==> config.mk <==
export PLATFORM = sky130hd
export DESIGN_NAME = fail_sector_capture
export DESIGN_NICKNAME = d
export VERILOG_FILES = /design/src/rtl/fail_sector_capture.sv
export SDC_FILE = /design/constraint.sdc
export NUM_CORES = 1
export LEC_CHECK = 0
export ABC_AREA = 1
export ABC_CLOCK_PERIOD_IN_PS = 1050
export BUFFER_PORTS_ARGS = -buffer_cell sky130_fd_sc_hd__buf_2
export CAP_MARGIN = 20
export CORE_ASPECT_RATIO = 1.2
export CORE_UTILIZATION = 39
export DETAILED_ROUTE_END_ITERATION = 10
export PLACE_DENSITY = 0.75
export SYNTH_ARGS = -nofsm -noshare
export SYNTH_HDL_FRONTEND = slang
export SYNTH_SLANG_ARGS = --single-unit
==> constraint.sdc <==
create_clock -name clk -period 1.05 [get_ports clk]
set_input_delay 0.105 -clock clk [delete_from_list [all_inputs] [get_ports clk]]
set_output_delay 0.105 -clock clk [all_outputs]
set_load 0.02 [all_outputs]
==> src/rtl/fail_sector_capture.sv <==
module fail_sector_capture #(
  parameter int SECTOR_W = 8
) (
  input  logic                clk,
  input  logic                rst_n,
  input  logic                sw_rst,
  input  logic [1:0]          mode,
  input  logic [SECTOR_W-1:0] sector_in,
  input  logic                fail_stb,
  input  logic                done_stb,
  input  logic                rd_stb,
  input  logic                clr_stb,
  input  logic                suspend,
  output logic [SECTOR_W-1:0] sector_q,
  output logic                fail_flag,
  output logic                overrun,
  output logic                frozen
);

  logic rd_seen, clr_seen;
  logic is_auto, is_semi, unlock;

  assign is_auto = (mode == 2'b00);
  assign is_semi = (mode == 2'b01);
  assign unlock  = frozen && rd_seen && clr_seen;

  always_ff @(posedge clk or negedge rst_n) begin
    if (!rst_n) begin
      sector_q  <= '0;
      fail_flag <= 1'b0;
      frozen    <= 1'b0;
      overrun   <= 1'b0;
      rd_seen   <= 1'b0;
      clr_seen  <= 1'b0;
    end else begin
      overrun <= 1'b0;
      if (sw_rst) begin
        sector_q  <= '0;
        fail_flag <= 1'b0;
        frozen    <= 1'b0;
        rd_seen   <= 1'b0;
        clr_seen  <= 1'b0;
      end else if (is_auto) begin
        if (fail_stb) begin
          rd_seen   <= 1'b0;
          clr_seen  <= 1'b0;
          fail_flag <= 1'b1;
          if (frozen) begin
            overrun <= 1'b1;
          end else begin
            sector_q <= sector_in;
            frozen   <= 1'b1;
          end
        end else if (unlock) begin
          frozen   <= 1'b0;
          rd_seen  <= 1'b0;
          clr_seen <= 1'b0;
        end else begin
          if (rd_stb && frozen && !suspend) rd_seen <= 1'b1;
          if (clr_stb && fail_flag) begin
            fail_flag <= 1'b0;
            clr_seen  <= 1'b1;
          end
        end
      end else if (is_semi && done_stb) begin
        sector_q <= sector_in;
      end
    end
  end

  assert_capture_R2: assert property (@(posedge clk) disable iff (!rst_n)
    (!sw_rst && is_auto && fail_stb && !frozen) |=>
      (sector_q == $past(sector_in) && fail_flag && frozen));

  assert_overrun_keeps_R3: assert property (@(posedge clk) disable iff (!rst_n)
    (!sw_rst && is_auto && fail_stb && frozen) |=>
      (overrun && fail_flag && frozen && $stable(sector_q)));

  assert_hold_R4: assert property (@(posedge clk) disable iff (!rst_n)
    (!sw_rst && frozen && !(rd_seen && clr_seen)) |=> frozen);

  assert_overrun_single_R3: assert property (@(posedge clk) disable iff (!rst_n)
    overrun |=> !overrun);

  assert_semi_load_R7: assert property (@(posedge clk) disable iff (!rst_n)
    (!sw_rst && is_semi && done_stb) |=> (sector_q == $past(sector_in)));

  assert_cpu_mode_quiet_R8: assert property (@(posedge clk) disable iff (!rst_n)
    (!sw_rst && mode[1]) |=>
      ($stable(sector_q) && $stable(fail_flag) && $stable(frozen) && !overrun));

  assert_swrst_R9: assert property (@(posedge clk) disable iff (!rst_n)
    sw_rst |=> (sector_q == '0 && !fail_flag && !frozen));

endmodule

==> flow_metrics.env, run 1 <==
export IMPL_avgSynthCellArea_um2=8.17
export IMPL_gp_congestion=0.794
export IMPL_synthCells=83
export IMPL_grt_pass1_vias=539
export IMPL_vdd_drop_max_v=0.000706
export IMPL_max_cap_violations=0
export IMPL_finClkSkew_ns=0.00227
export IMPL_antenna_found_initial=0
export IMPL_critPathMaxFanout=5
export IMPL_r2r_start="frozen"
export IMPL_remaining_drc_errors=0
export IMPL_initial_utilization=0.418
export IMPL_dieWidth_um=40.1
export IMPL_cts_sinks=13
export IMPL_worstPathArrival_ns=0.95
export IMPL_place_ws_ns=0.0630
export IMPL_grt_start_max_net_pins=14
export IMPL_dpl_hpwl_mm=1.09
export IMPL_crit_start="frozen"
export IMPL_p_sw_frac=0.316
export IMPL_power_switching_mw=0.360
export IMPL_slew_viol_final=0
export IMPL_layout_common_cells="nand2_1 (39), buf_2 (27), dfrtp_1 (12)"
export IMPL_layout_commonest_cell="nand2_1"
export IMPL_min_period_ns=1.05
export IMPL_ys_seq_elements=13
export IMPL_hp_start="sector_in[7]"
export IMPL_numCtsBuffers=3
export IMPL_timing_fmax_mhz=948
export IMPL_core_um2=1620
export IMPL_violations="negative setup slack"
export IMPL_top_usage_layer="met2"
export IMPL_insertion_delay_ns=0.28
export IMPL_p_comb_frac=0.224
export IMPL_synth_top_area_frac=0.480
export IMPL_clk_pin_slew_worst_paths_ns=0.09
export IMPL_placed_cells=129
export IMPL_setup_viol_count_final=1
export IMPL_nets=136
export IMPL_fin_area_um2=898
export IMPL_antenna_cells=0
export IMPL_tightest_slew_ns=0.301
export IMPL_p_leak_nw=0.505
export IMPL_synth_area_top_cells="dfrtp_1 (48%), nand2_1 (22%), nand3b_1 (11%)"
export IMPL_wire_per_inst_um=11.1
export IMPL_overflow=0
export IMPL_crit_type="register to output port"
export IMPL_first_pass_iters=4
export IMPL_intPower_mw=0.779
export IMPL_hold_path_class="primary input to register"
export IMPL_critPathRequiredTime_ns=0.94
export IMPL_ioPinCount=29
export IMPL_fin_crit_sh=1.00
export IMPL_synth_area_um2=678
export IMPL_crit_path_start_kind="register"
export IMPL_dr_total_vias=634
export IMPL_synth_nets=101
export IMPL_cts_max_level=1
export IMPL_cts_max_path_buffers=2
export IMPL_area_growth_pct=32.5
export IMPL_worst_setup_path_end_kind="output port"
export IMPL_grt_pass1_wl_mm=2.23
export IMPL_drive_gt1_frac=0.368
export IMPL_grt_usage=0.172
export IMPL_yosysWarnings=0
export IMPL_cts_root_buf="clkbuf_4"
export IMPL_ant_nets=0
export IMPL_cellPowerDensity_nw_per_um2=1270
export IMPL_outcome="finished, violations left"
export IMPL_routed_wl_mm=1.49
export IMPL_finalHoldViolations=0
export IMPL_row_count=16
export IMPL_placed_cell_area_um2=838
export IMPL_ys_seq_area_frac=0.480
export IMPL_pwr_share_seq=0.494
export IMPL_setup_ws_ns=-0.00499
export IMPL_dieArea_um2=1910
export IMPL_use_met1=0.239
export IMPL_slew_headroom=0.799
export IMPL_grt_setup_unrepaired="yes"
export IMPL_met2_usage=0.265
export IMPL_vias_per_cell=4.70
export IMPL_dieHeight_um=47.7
export IMPL_yosysTopAreaCell="dfrtp_1"
export IMPL_drt_initial_drc_count=14
export IMPL_fin_cells=135
export IMPL_cts_tree="yes"
export IMPL_p_clk_frac=0.282
export IMPL_n_fill_cell=156
export IMPL_io_buffers=28
export IMPL_synth_cell_types=13
export IMPL_grt_util_met3=0.0140
[cells by family after synthesis]
| logic type | count (synthesis) | share of synthesized area |
|---|---|---|
| AOI/OAI and AO/OA | 2 | 0.0203 |
| buffers and inverters | 6 | 0.0443 |
| DFF | 13 | 0.480 |
| and+or+nand+nor | 62 | 0.456 |
[worst max-delay path, stage by stage (launching register included)]
cell and delay [ns]:
dfrtp_2 0.42, buf_6 0.13, buf_6 0.12
[final cells by class]
class	count	area, µm²	share of cell area
clock buffer	3	22.5	0.0251
clock inverter	1	5.00	0.00557
inverter	5	18.8	0.0209
multi-input combinational	65	335	0.373
sequential	13	327	0.364
tap	18	22.5	0.0251
timing repair buffer	30	168	0.187
[timing repair]
| action | CTS | global route |
|---|---|---|
| hold endpoints to repair | 13 | 0 |
| buffers inserted | 0 | 0 |
| gates cloned | 0 | 1 |
| hold buffers | 1 | 0 |
| gates resized for setup | 3 | 1 |
| endpoints found under the setup margin | 1 | 7 |
[layer usage]
metal,vias to the layer above,part of all wire
li1,332,-
met2,14,0.51
met1,286,0.46
met5,-,0
met3,2,0.022
met4,0,0.0074
[metrics by stage]
stage          hold WS, ns  power, mW  utilization  TNS [ns]
2_1_floorplan       -0.191      0.714            -         0
3_3_place_gp       0.00465      0.808        0.517         0
3_5_place_dp       0.00990      0.813        0.517         0
4_1_cts              0.130       1.14        0.546  -0.00342
5_1_grt              0.155       1.20        0.554   -0.0685
6_report             0.135       1.14        0.554  -0.00499
[synthesized netlist by cell type (all sizes together)]
cell,instances
nand3b,10
buf,1
dfrtp,13
o21ai,2
nor2,5
nand2,42
nand3,5
inv,5
[registers in the layout, indices dropped and copies added, names as in the netlist]
name	flops
clr_seen	1
rd_seen	1
frozen	1
overrun	1
fail_flag	1
sector_q	8
[power by group through the flow]
stage | Combinational (mW) | Sequential [mW] | Clock (mW)
floorplan | 0.100 | 0.613 | 0
detailed placement | 0.241 | 0.571 | 0
global route | 0.283 | 0.567 | 0.349
finish | 0.254 | 0.563 | 0.321
global placement | 0.237 | 0.570 | 0
CTS | 0.250 | 0.562 | 0.326
[path summary, 6_finish.rpt]
path | to | slack [ns] | cells past startpoint
max | frozen | -0.005 | 2
min | sector_q[7] | 0.13 | 4
max reg2reg | sector_q[0] | 0.05 | 6
min reg2reg | sector_q[2] | 0.48 | 2
max in group asynchronous | frozen | 0.56 | 2
min in group asynchronous | sector_q[7] | 0.24 | 2
No activity file was read; power rests on OpenSTA's default activity.
==> inputs of run 2 (changes only) <==
--- a/config.mk
+++ b/config.mk
@@ -7,12 +7,14 @@
 export LEC_CHECK = 0
 export ABC_AREA = 1
 export ABC_CLOCK_PERIOD_IN_PS = 1050
-export BUFFER_PORTS_ARGS = -buffer_cell sky130_fd_sc_hd__buf_2
 export CAP_MARGIN = 20
-export CORE_ASPECT_RATIO = 1.2
+export CELL_PAD_IN_SITES_DETAIL_PLACEMENT = 0
+export CELL_PAD_IN_SITES_GLOBAL_PLACEMENT = 1
+export CORE_ASPECT_RATIO = 0.75
 export CORE_UTILIZATION = 39
 export DETAILED_ROUTE_END_ITERATION = 10
-export PLACE_DENSITY = 0.75
+export DONT_BUFFER_PORTS = 1
+export PLACE_DENSITY = 0.77
 export SYNTH_ARGS = -nofsm -noshare
 export SYNTH_HDL_FRONTEND = slang
 export SYNTH_SLANG_ARGS = --single-unit
==> run 2 against run 1 <==
  * The flow now finishes without violations
  * Combinational power fell by 36%
  * First-iteration DRC count fell by 29%
  * Fmax rose by 1.2%
  * Highest routed layer unchanged
==> flow_metrics.env, run 2 (same netlist as run 1, synthesis figures left out) <==
export IMPL_worst_setup_path_end_kind="output port"
export IMPL_ant_nets=0
export IMPL_drive_gt1_frac=0.207
export IMPL_first_pass_iters=4
export IMPL_grt_util_met3=0.0873
export IMPL_ioPinCount=29
export IMPL_cts_root_buf="clkbuf_4"
export IMPL_p_leak_nw=0.399
export IMPL_slew_headroom=0.601
export IMPL_timing_fmax_mhz=959
export IMPL_cellPowerDensity_nw_per_um2=1350
export IMPL_grt_usage=0.176
export IMPL_fin_crit_sh=0.993
export IMPL_overflow=0
export IMPL_grt_setup_unrepaired="yes"
export IMPL_p_clk_frac=0.285
export IMPL_largest_register="sector_q"
export IMPL_dieArea_um2=1910
export IMPL_hold_depth=2
export IMPL_vdd_drop_max_v=0.000884
export IMPL_io_buffers=0
export IMPL_power_switching_mw=0.322
export IMPL_layout_commonest_cell="nand2_1"
export IMPL_wire_per_inst_um=13.6
export IMPL_antenna_cells=0
export IMPL_numCtsBuffers=3
export IMPL_hp_start="fail_stb"
export IMPL_cts_tree="yes"
export IMPL_crit_type="register to output port"
export IMPL_reg2regPathDepth=6
export IMPL_crit_slowest_cell="dfrtp_2"
export IMPL_drt_initial_drc_count=10
export IMPL_cts_max_level=1
export IMPL_largest_reg_flops=8
export IMPL_use_met1=0.215
export IMPL_setup_viol_count_final=0
export IMPL_finClkSkew_ns=0.00120
export IMPL_tightest_slew_ns=0.597
export IMPL_layout_common_cells="nand2_1 (39), dfrtp_1 (12), nand3b_1 (10)"
export IMPL_dieWidth_um=50.2
export IMPL_grt_start_max_net_pins=14
export IMPL_max_cap_violations=0
export IMPL_grt_pass1_wl_mm=2.24
export IMPL_insertion_delay_ns=0.27
export IMPL_crit_path_start_kind="register"
export IMPL_cp_common_cell="buf_6"
export IMPL_remaining_drc_errors=0
export IMPL_initial_utilization=0.439
export IMPL_p_comb_frac=0.152
export IMPL_path_cells="buf_6 > buf_6"
export IMPL_min_period_ns=1.04
export IMPL_hold_path_class="primary input to register"
export IMPL_antenna_found_initial=0
export IMPL_gp_congestion=0.792
export IMPL_place_ws_ns=0.0152
export IMPL_setup_tns_ns=0
export IMPL_row_count=12
export IMPL_crit_cells=2
export IMPL_clk_pin_slew_worst_paths_ns=0.07
export IMPL_worstPathArrival_ns=0.94
export IMPL_cts_sinks=13
export IMPL_p_sw_frac=0.301
export IMPL_crit_family="flip-flops"
export IMPL_nets=111
export IMPL_critPathMaxFanout=3
export IMPL_grt_pass1_vias=504
export IMPL_top_usage_layer="met2"
export IMPL_slew_viol_final=0
export IMPL_critPathRequiredTime_ns=0.94
export IMPL_routed_wl_mm=1.54
export IMPL_cts_max_path_buffers=2
export IMPL_dpl_hpwl_mm=1.13
export IMPL_met2_usage=0.257
export IMPL_dr_total_vias=579
export IMPL_dieHeight_um=38.1
export IMPL_intPower_mw=0.749
export IMPL_core_um2=1550
export IMPL_hold_path_endpoint="overrun"
export IMPL_crit_path_max_incr_delay_ns=0.42
export IMPL_setup_ws_ns=0.00779
export IMPL_regToRegSetupSlack_ns=0.05
export IMPL_finalHoldViolations=0
export IMPL_r2r_start="frozen"
export IMPL_r2r_end="sector_q[1]"
export IMPL_path_buf_inv=2
export IMPL_area_growth_pct=16.6
export IMPL_outcome="complete, no violations"
export IMPL_pwr_share_seq=0.564
export IMPL_vias_per_cell=5.12
-- run 2: timing repair --
action	4_1_cts	5_1_grt
setup endpoints to repair	3	10
setup buffers	1	0
resized for setup	2	3
hold endpoints to repair	13	0
cloned	0	1
hold buffers	1	0
-- run 2: how the worst max path moves through the flow --
stage | start | end
after floorplan | frozen | sector_q[0]
after global placement | frozen | sector_q[0]
after global routing | frozen | sector_q[7]
final | frozen | frozen
after CTS | frozen | frozen
after detailed placement | frozen | sector_q[7]
-- run 2: stage by stage --
stage          total power [mW]  hold slack, ns   util  cells  area, µm²
5_1_grt                    1.14          0.0302  0.511    113        791
3_3_place_gp              0.744          -0.190  0.464    106        717
3_5_place_dp              0.748          -0.190  0.464    106        717
2_1_floorplan             0.714          -0.191      -     83        679
6_report                   1.07          0.0209  0.511    113        791
4_1_cts                    1.08          0.0117  0.497    112        768
-- run 2: area by class of cell --
type	instances	area (µm²)
multi-input combinational	65	345
fill	158	756
sequential	13	327
tap	21	26.3
inverter	5	18.8
timing repair buffer	5	47.5
clock buffer	4	26.3
-- run 2: metal layers --
metal | wire length (µm) | up-vias
li1 | - | 284
met1 | 682 | 263
met2 | 672 | 28
met3 | 158 | 4
met4 | 27 | 0
met5 | 0 | -
-- run 2: power groups by stage --
stage | logic (mW) | registers [mW] | clock network (mW)
final | 0.163 | 0.604 | 0.305
after detailed placement | 0.135 | 0.614 | 0
after global placement | 0.131 | 0.613 | 0
after CTS | 0.156 | 0.603 | 0.322
after global routing | 0.181 | 0.609 | 0.346
after floorplan | 0.100 | 0.613 | 0
==> inputs of run 3 (changes only) <==
--- a/config.mk
+++ b/config.mk
@@ -6,12 +6,12 @@
 export NUM_CORES = 1
 export LEC_CHECK = 0
 export ABC_AREA = 1
-export ABC_CLOCK_PERIOD_IN_PS = 1050
+export ABC_CLOCK_PERIOD_IN_PS = 900
 export CAP_MARGIN = 20
 export CELL_PAD_IN_SITES_DETAIL_PLACEMENT = 0
 export CELL_PAD_IN_SITES_GLOBAL_PLACEMENT = 1
 export CORE_ASPECT_RATIO = 0.75
-export CORE_UTILIZATION = 39
+export CORE_UTILIZATION = 37
 export DETAILED_ROUTE_END_ITERATION = 10
 export DONT_BUFFER_PORTS = 1
 export PLACE_DENSITY = 0.77
==> constraint.sdc (replaced) <==
create_clock -name clk -period 0.9 [get_ports clk]
set_input_delay 0.09 -clock clk [delete_from_list [all_inputs] [get_ports clk]]
set_output_delay 0.09 -clock clk [all_outputs]
set_load 0.02 [all_outputs]
==> run 3 against run 2 <==
  * Die area up 5.1%
  * Sequential share of layout area down 9.5 points
  * Wire length up 3.6%
  * Total power up 33%
  * Clock skew up 0.0018 ns
  * Final area up 30%
  * The flow now finishes with violations (negative setup slack)
  * Cell count up 16%
  * Clock power up 14%
  * Setup slack worse by 0.15 ns
==> flow_metrics.env, run 3 (same netlist as run 1, synthesis figures left out) <==
export IMPL_outcome="finished, violations left"
export IMPL_violations="negative setup slack"
export IMPL_gp_congestion=0.776
export IMPL_worstPathArrival_ns=0.95
export IMPL_vdd_drop_max_v=0.00114
export IMPL_drive_gt1_frac=0.455
export IMPL_slew_headroom=0.610
export IMPL_crit_family="flip-flops"
export IMPL_path_cells="buf_6 > buf_6"
export IMPL_row_count=12
export IMPL_crit_path_max_incr_delay_ns=0.44
export IMPL_drt_initial_drc_count=14
export IMPL_insertion_delay_ns=0.27
export IMPL_crit_cells=2
export IMPL_routed_wl_mm=1.60
export IMPL_ioPinCount=29
export IMPL_setup_viol_count_final=16
export IMPL_placed_cells=115
export IMPL_max_cap_violations=0
export IMPL_grt_pass1_vias=548
export IMPL_ant_nets=0
export IMPL_r2r_start="frozen"
export IMPL_antenna_found_initial=0
export IMPL_finalHoldViolations=0
export IMPL_overflow=0
export IMPL_cts_max_level=1
export IMPL_min_period_ns=1.04
export IMPL_path_buf_inv=2
export IMPL_hold_path_endpoint="overrun"
export IMPL_hold_depth=2
export IMPL_n_fill_cell=135
export IMPL_dpl_hpwl_mm=1.11
export IMPL_dieWidth_um=51.4
export IMPL_p_leak_nw=0.526
export IMPL_core_um2=1590
export IMPL_crit_type="register to output port"
export IMPL_finClkSkew_ns=0.00304
export IMPL_cp_common_cell="buf_6"
export IMPL_nets=129
export IMPL_fin_cells=131
export IMPL_reg2regPathDepth=6
export IMPL_grt_pass1_wl_mm=2.43
export IMPL_setup_ws_ns=-0.138
export IMPL_fin_crit_sh=1.15
export IMPL_dieHeight_um=39.1
export IMPL_numCtsBuffers=3
export IMPL_critPathRequiredTime_ns=0.81
export IMPL_layout_common_cells="nand2_1 (27), buf_6 (13), dfrtp_1 (12)"
export IMPL_hold_path_class="primary input to register"
export IMPL_antenna_cells=0
export IMPL_initial_utilization=0.426
export IMPL_io_buffers=0
export IMPL_largest_register="sector_q"
export IMPL_area_growth_pct=51.7
export IMPL_vias_per_cell=4.77
export IMPL_r2r_end="rd_seen"
export IMPL_place_ws_ns=-0.0988
export IMPL_timing_fmax_mhz=963
export IMPL_worst_setup_path_end_kind="output port"
export IMPL_grt_setup_unrepaired="yes"
export IMPL_slew_viol_final=0
export IMPL_grt_start_max_net_pins=14
export IMPL_hp_start="fail_stb"
export IMPL_wire_per_inst_um=12.2
export IMPL_remaining_drc_errors=0
export IMPL_regToRegSetupSlack_ns=-0.11
export IMPL_crit_slowest_cell="dfrtp_2"
export IMPL_crit_path_start_kind="register"
export IMPL_cts_sinks=13
export IMPL_dr_total_vias=625
export IMPL_layout_commonest_cell="nand2_1"
export IMPL_critPathMaxFanout=3
export IMPL_cts_tree="yes"
export IMPL_grt_usage=0.180
export IMPL_dieArea_um2=2010
export IMPL_largest_reg_flops=8
export IMPL_placed_cell_area_um2=787
export IMPL_first_pass_iters=4
export IMPL_fin_area_um2=1030
export IMPL_cts_max_path_buffers=2
export IMPL_tightest_slew_ns=0.582
export IMPL_cts_root_buf="clkbuf_4"
export IMPL_cellPowerDensity_nw_per_um2=1380
export IMPL_clk_pin_slew_worst_paths_ns=0.08
==> run 3: changes by cell type in the layout (fill, tap and decap cells not counted), sizes merged <==
cell | previous run | this run
buf | 4 | 22
==> run 3: final cells by class <==
type / instances / area (µm²) / area share
Tap cell: 21 / 26.3 / 0.0255
Inverter: 5 / 18.8 / 0.0182
Multi-Input combinational cell: 65 / 407 / 0.395
Timing Repair Buffer: 23 / 224 / 0.218
Clock buffer: 4 / 26.3 / 0.0255
Sequential cell: 13 / 327 / 0.318
==> run 3: through the flow <==
step           utilization  hold WS (ns)  total power, mW  setup TNS (ns)
2_1_floorplan            -        -0.206            0.835          -0.650
3_3_place_gp         0.494        -0.205            0.925          -0.453
3_5_place_dp         0.494        -0.205            0.927          -0.664
4_1_cts              0.586       0.00207             1.37           -1.12
5_1_grt              0.646        0.0197             1.52           -2.22
6_report             0.646       0.00610             1.42           -1.30
==> run 3: worst register-to-register path: cells and delay by family, from the launching register on <==
| family | cells | cell delay (ns) |
|---|---|---|
| and+or+nand+nor | 2 | 0.15 |
| AOI/OAI and AO/OA | 1 | 0.06 |
| buffers and inverters | 3 | 0.27 |
| DFF | 1 | 0.44 |
==> run 3: worst max-delay path by stage <==
stage	start	endpoint	slack, ns
3_5_place_dp	frozen	sector_q[0]	-0.1
4_1_cts	frozen	frozen	-0.13
2_1_floorplan	frozen	sector_q[0]	-0.08
6_report	frozen	frozen	-0.14
3_3_place_gp	frozen	sector_q[1]	-0.07
5_1_grt	frozen	frozen	-0.18
==> run 3: per-layer routing <==
metal | part of all wire | track usage | routed length, µm | up-vias
met2 | 0.43 | 0.256 | 682 | 21
met5 | 0 | 0 | 0 | -
li1 | - | - | - | 321
met4 | 0.013 | 0.0608 | 20 | 0
met1 | 0.51 | 0.242 | 820 | 281
met3 | 0.046 | 0.0745 | 73 | 2
==> run 3: where the power goes <==
part	switching (mW)	leakage (nW)	total [mW]	internal, mW
clock network	0.175	0.0150	0.347	0.171
logic	0.204	0.341	0.402	0.198
registers	0.0424	0.170	0.672	0.629
==> run 3: repair_timing <==
action                                  CTS  global route
setup buffers                             8             2
endpoints found under the hold margin    13             0
hold buffers                              1             0
cloned                                    1             0
resized for setup                        12            21
pin swaps                                 1             5
endpoints found under the setup margin   20            22
